==> config.mk <==
export PLATFORM = sky130hd
export DESIGN_NAME = tdc_ssp_fifo
export DESIGN_NICKNAME = d
export VERILOG_FILES = /design/src/rtl/tdc_ssp_fifo.sv
export SDC_FILE = /design/constraint.sdc
export NUM_CORES = 1
export LEC_CHECK = 0
export BUFFER_PORTS_ARGS = -buffer_cell sky130_fd_sc_hd__buf_4
export CAP_MARGIN = 0
export CORE_ASPECT_RATIO = 2
export CORE_MARGIN = 3
export CORE_UTILIZATION = 50
export CTS_CLUSTER_SIZE = 30
export DETAILED_ROUTE_END_ITERATION = 10
export PLACE_DENSITY = 0.69
export SLEW_MARGIN = 0
export SYNTH_ARGS = -nofsm -noshare
export SYNTH_HDL_FRONTEND = slang
export SYNTH_SLANG_ARGS = --single-unit
==> constraint.sdc <==
create_clock -name clk -period 2.57 [get_ports clk]
set_input_delay 0.3855 -clock clk [delete_from_list [all_inputs] [get_ports clk]]
set_output_delay 0.3855 -clock clk [all_outputs]
set_load 0.01 [all_outputs]
==> src/rtl/tdc_ssp_fifo.sv <==
// In-flight bit queue.
// Holds transmitted bits with their compare times in arrival order.
// Assumes the caller never pushes when full; a flush empties it at once.
module tdc_ssp_fifo #(
    parameter int DEPTH = 8,
    parameter int W     = 9
) (
    input  logic                         clk,
    input  logic                         rst_n,
    input  logic                         flush_i,
    input  logic                         push_i,
    input  logic [W-1:0]                 push_data_i,
    input  logic                         pop_i,
    output logic [W-1:0]                 head_o,
    output logic                         head_valid_o,
    output logic                         full_o,
    output logic [$clog2(DEPTH+1)-1:0]   level_o
);

    localparam int PW    = (DEPTH > 1) ? $clog2(DEPTH) : 1;
    localparam int LVL_W = $clog2(DEPTH+1);

    logic [W-1:0]  mem_q [DEPTH];
    logic [PW-1:0] wr_q;
    logic [PW-1:0] rd_q;
    logic          do_push;
    logic          do_pop;

    assign do_push = push_i && !full_o;
    assign do_pop  = pop_i && head_valid_o;

    // Entry storage write.
    always_ff @(posedge clk) begin
        if (do_push) begin
            mem_q[wr_q] <= push_data_i;
        end
    end

    // Pointer and occupancy bookkeeping with wrap at DEPTH.
    always_ff @(posedge clk) begin
        if (!rst_n || flush_i) begin
            wr_q    <= '0;
            rd_q    <= '0;
            level_o <= '0;
        end else begin
            if (do_push) begin
                wr_q <= (wr_q == PW'(DEPTH-1)) ? '0 : wr_q + PW'(1);
            end
            if (do_pop) begin
                rd_q <= (rd_q == PW'(DEPTH-1)) ? '0 : rd_q + PW'(1);
            end
            if (do_push && !do_pop) begin
                level_o <= level_o + LVL_W'(1);
            end else if (do_pop && !do_push) begin
                level_o <= level_o - LVL_W'(1);
            end
        end
    end

    assign head_o       = mem_q[rd_q];
    assign head_valid_o = (level_o != '0);
    assign full_o       = (level_o == LVL_W'(DEPTH));

endmodule

# Yosys cells after proc, flatten, opt, wreduce, memory -nomap -nowiden
# Memory sizes are Yosys's and may differ from the RTL's. A register that Yosys moved wholly into a read port is not among the register bits.
# Index checks and enable logic that the tools add are counted.
[word_totals]
register_bits = 10
ramBits = 72
out_inout_bits = 15
elab_cells = 30
memories = 1
[classes]
n_addsub = 4
n_eq_ne = 3
n_mux = 8
n_reduce_logical = 11
[memory_table]
columns = ["memory", "depth", "width", "read_ports", "rd_ports_with_merged_regs", "write_ports", "line", "text"]
rows = [
  ["mem_q", 8, 9, 1, 1, 1, "23", "logic [W-1:0] mem_q [DEPTH];"],
]
[ops]
columns = ["cell", "n"]
rows = [
  ["2-to-1 mux 3 bit", 4],
  ["2-to-1 mux 4 bit", 2],
  ["adder 3 x 1 -> 3 bit, second input constant", 2],
  ["equality test 3 bit, second input constant", 2],
  ["adder 4 x 1 -> 4 bit, second input constant", 1],
  ["equality test 4 bit, second input constant", 1],
  ["logical AND 1 bit", 4],
  ["zero test 1 bit", 4],
  ["nonzero test 4 bit", 1],
  ["subtractor 4 x 1 -> 4 bit, second input constant", 1],
  ["2-to-1 mux 1 bit", 2],
  ["nonzero test 2 bit", 1],
  ["logical OR 1 bit", 1],
]

# Depth between registers and ports, before layout
[depth]
depth_word = 7
depth_mapped = 10
mapped_depth_nobuf = 10

# Worst setup path before layout
# No wires, ideal clock.
[synth_path]
path_kind = "register to register"
startpoint = "register level_o[0]"
endpoint = "register level_o[3]"
arrival_time_ns = 2.465
setup_slack_ns = -0.016
path_stages_with_launch = 10
path_buffers = 0
period_less_slack_ns = 2.586
path_cell_list = "dfxtp_1 -> or4_4 -> nand2_1 -> ha_1 -> inv_1 -> ha_1 -> a21oi_1 -> a211oi_1 -> a31oi_1 -> mux2_2"
[synth_lines]
columns = ["item", "line", "text"]
rows = [
  ["from (decl)", "17", "output logic [$clog2(DEPTH+1)-1:0] level_o"],
  ["from (signal assigned)", "53", "level_o <= level_o + LVL_W'(1);"],
  ["from (signal assigned)", "55", "level_o <= level_o - LVL_W'(1);"],
  ["nonzero test 4 bit (*)", "61", "assign head_valid_o = (level_o != '0);"],
  ["via head_valid_o", "15", "output logic head_valid_o,"],
  ["logical AND 1 bit (*)", "30", "assign do_pop = pop_i && head_valid_o;"],
  ["zero test 1 bit", "52", "if (do_push && !do_pop) begin"],
  ["logical AND 1 bit", "52", ""],
  ["2-to-1 mux 4 bit or nonzero test 2 bit (tied branches)", "-", ""],
]
# Mark *: on every way through the listed nets, which the timed path passes. The rest lies on a longest branch. The select of a mux whose other input is x is not followed.
# A chain may end at the register's enable or synchronous reset.

# Worst setup path after layout
[layout_path]
startpoint = "register level_o[0]"
endpoint = "register level_o[3]"
[layout_between]
elab_chain_len = 6
[layout_rtl]
columns = ["item"]
rows = [
  ["parallel branches: the longest is 6 deep, another holds subtractor 4 x 1 -> 4 bit"],
]
# Several ways; the timed one is not identified. The select of a mux whose other input is x is not followed.

==> metrics <==
skew final 0.00570 ns; Final Core Density 62.3%; CP Max Fanout 7; Hold/Removal Path Class primary input to flop; YS warnings 0; Via density between 5 and 6; Synth cell types 28; root buf cell clkbuf_16; final worst slack 0.0921 ns; Area Growth Syn to Fin 20.2%; Fin Setup TNS 0 ns; worst path required time between 2 and 3 ns; Synth async-reset ratio 0%; endpoints failing hold 0; GRT Total Usage a little under a fifth; worst hold endpoint mem_q[4][7]$_DFFE_PP_; Chip Height 124 um; post-CTS setup buffer count 0; Mapped Nets a little over 200; clk sinks 85; number of core rows 42; Die Wd ~65 um; WL final about 6300 um; WP data arrival 2.70 ns; layout cells sized above 1 approximately a third; total CTS buffers 9; # fillers 493; Initial Utilization roughly 52%; Clock H-tree levels 3; clock transition at the registers of the reported paths 0.06 ns; via count around 1,800; VDD IR-drop max between 0.4 and 0.5 mV; HP Start push_data_i[7]; WHS Path Cells 1; type of the worst setup path flop to flop; register area share after synthesis a little over two thirds; hold_ws around 0.28 ns; Area contributors post-synth edfxtp_1 (62%), mux4_1 (14%), dfxtp_1 (7.5%), mux2_2 (3.3%), ha_1 (2.5%); syn avg cell area 19.0 um2; startpoint types flop; slowest cell on the critical path or4_4; synthesized area about 3500 um2; max-slew violation count 0; most instantiated cells after synthesis edfxtp_1 (72), mux4_1 (18), dfxtp_1 (13); core footprint about 6700 um2; capturing point of the worst reg2reg path level_o[3]$_SDFFE_PP0P_; Least-Margin Pin Slew between 0.5 and 0.6 ns; drt drc 0; initial antenna violation count 0; Seq cells post-synth 85; drt pass-1 iters 7; Final ANT Viol Nets 0; # diodes 0; leakage between 1 and 1.5 nW; status complete, no violations; global-route wire length before repair approximately 10,000 um; clk buf depth 2; 1st-iter DRT viols 68; Rel. slew slack roughly two thirds; Critical Path Sink Type flop; pwr dens roughly 770 nW/um2; r2r setup slk approximately 0.092 ns; Worst R2R Path Depth 9; Min Clock Period, post-route between 2 and 2.5 ns; EDFF count, synth just over 70; HPWL after DPL 4370 um; RSZ-0062 raised after global routing false; setup violation total in the final timing report 0; CTS tree yes; Peak Freq 0.404 GHz; Overflow after GRT 0; clock insertion delay at the later pin of the skew report 0.33 ns; Port-buffer cells 28; main flop type after synthesis edfxtp_1; # Max-Cap Violations 0; top-area cell type share of the netlist area between 60% and 70%; Die Area between 8000 and 9000 um2; IO Count 29; Synth area leader edfxtp_1; Critical Path Max Stage Delay ~0.56 ns; top-count cell post-synth edfxtp_1; largest net degree at the start of global routing 19; GPL Wtd Cong a little under 0.8; Wirelength per Cell just under 20 um; Tcrit/Tclk final a little over nine tenths; worst-path cell chain or4_4 > nand2_1 > ha_2 > inv_2 > ha_4 > a21oi_2 > a211oi_1 > a31oi_1 > mux2_2; worst slack at placement -0.0601 ns; vias in the first global route roughly 1,900; r2r startpoint level_o[0]$_SDFFE_PP0P_; Final #Nets ~250; cells after synthesis about 180
cells in the final DEF (no fill, tap or decap), types with 5 or more instances in the layout:
cell type  synthesis  routed
nand2_1           11      11
buf_4              0      41
a21oi_1            8       7
mux2_2            10      10
dfxtp_1           13      11
clkbuf_16          0      11
edfxtp_1          72      72
mux4_1            18      18
ha_1               7       5
nor3_1             5       5
nor2_1            10      10
power breakdown:
group | internal (mW) | switching, mW
sequential | 1.53 | 0.0291
clock | 0.797 | 0.471
combinational | 0.198 | 0.186
logic make-up (layout without fill, tap and decap cells):
| group | count (synthesis) | count (layout) | synth area share (%) |
|---|---|---|---|
| buffers and inverters | 10 | 60 | 1.81 |
| XOR/XNOR | 2 | 2 | 0.506 |
| flip-flops | 85 | 85 | 70.0 |
| multiplexers | 29 | 29 | 17.2 |
| AND/OR/NAND/NOR | 37 | 37 | 5.03 |
| adder cells (fa/ha/maj) | 8 | 8 | 3.11 |
| AO/OA/AOI/OAI | 11 | 11 | 2.35 |
worst max-delay path by stage:
| stage | depth (start not counted) | endpoint | startpoint |
|---|---|---|---|
| floorplan | 9 | level_o[3]$_SDFFE_PP0P_ | level_o[1]$_SDFFE_PP0P_ |
| global route | 9 | level_o[3]$_SDFFE_PP0P_ | level_o[0]$_SDFFE_PP0P_ |
| global placement | 9 | level_o[3]$_SDFFE_PP0P_ | level_o[0]$_SDFFE_PP0P_ |
| detailed placement | 9 | level_o[3]$_SDFFE_PP0P_ | level_o[0]$_SDFFE_PP0P_ |
| CTS | 9 | level_o[3]$_SDFFE_PP0P_ | level_o[0]$_SDFFE_PP0P_ |
| finish | 9 | level_o[3]$_SDFFE_PP0P_ | level_o[0]$_SDFFE_PP0P_ |
state kept, by name, indices dropped and copies added, names as in the netlist, named ones only:
name and cells:
mem_q 72, level_o 4, rd_q 3, wr_q 3
worst max-delay path: cells and delay by family (launching register included):
| family | cells | cell delay (ns) |
|---|---|---|
| DFF | 1 | 0.38 |
| adders and majority gates | 2 | 0.42 |
| buffers and inverters | 1 | 0.07 |
| and+or+nand+nor | 2 | 0.67 |
| AOI/OAI and AO/OA | 3 | 0.46 |
| muxes | 1 | 0.35 |
per-stage QoR:
stage	std cells	area, um2	power, mW
floorplan	182	3460	1.81
global placement	304	3830	1.93
detailed placement	304	3830	1.96
CTS	320	4150	3.23
global route	320	4160	3.34
finish	320	4160	3.21
metal layers:
metal / GRT usage (%) / wire length [um]
met1: 17.3 / 2200
met4: 11.3 / 154
met2: 34.4 / 3740
met5: 0 / 0
met3: 3.43 / 233
what timing repair did:
item                       in CTS  in global routing
pin swaps                       0                  0
gates resized for setup         2                  4
setup endpoints to repair       1                  1
hold buffers                    0                  0
area by class of cell:
class                   instances  area (um2)  area share [%]
flip-flops and latches         85        2430            58.4
multi-input cells              87         995            23.9
repair buffers                 41         308            7.40
clock buffers                  14         297            7.13
well taps                      88         110            2.65
clock inverters                 2        11.3           0.271
inverters                       3        11.3           0.271
Note: power is estimated with default switching activity, not from simulation.
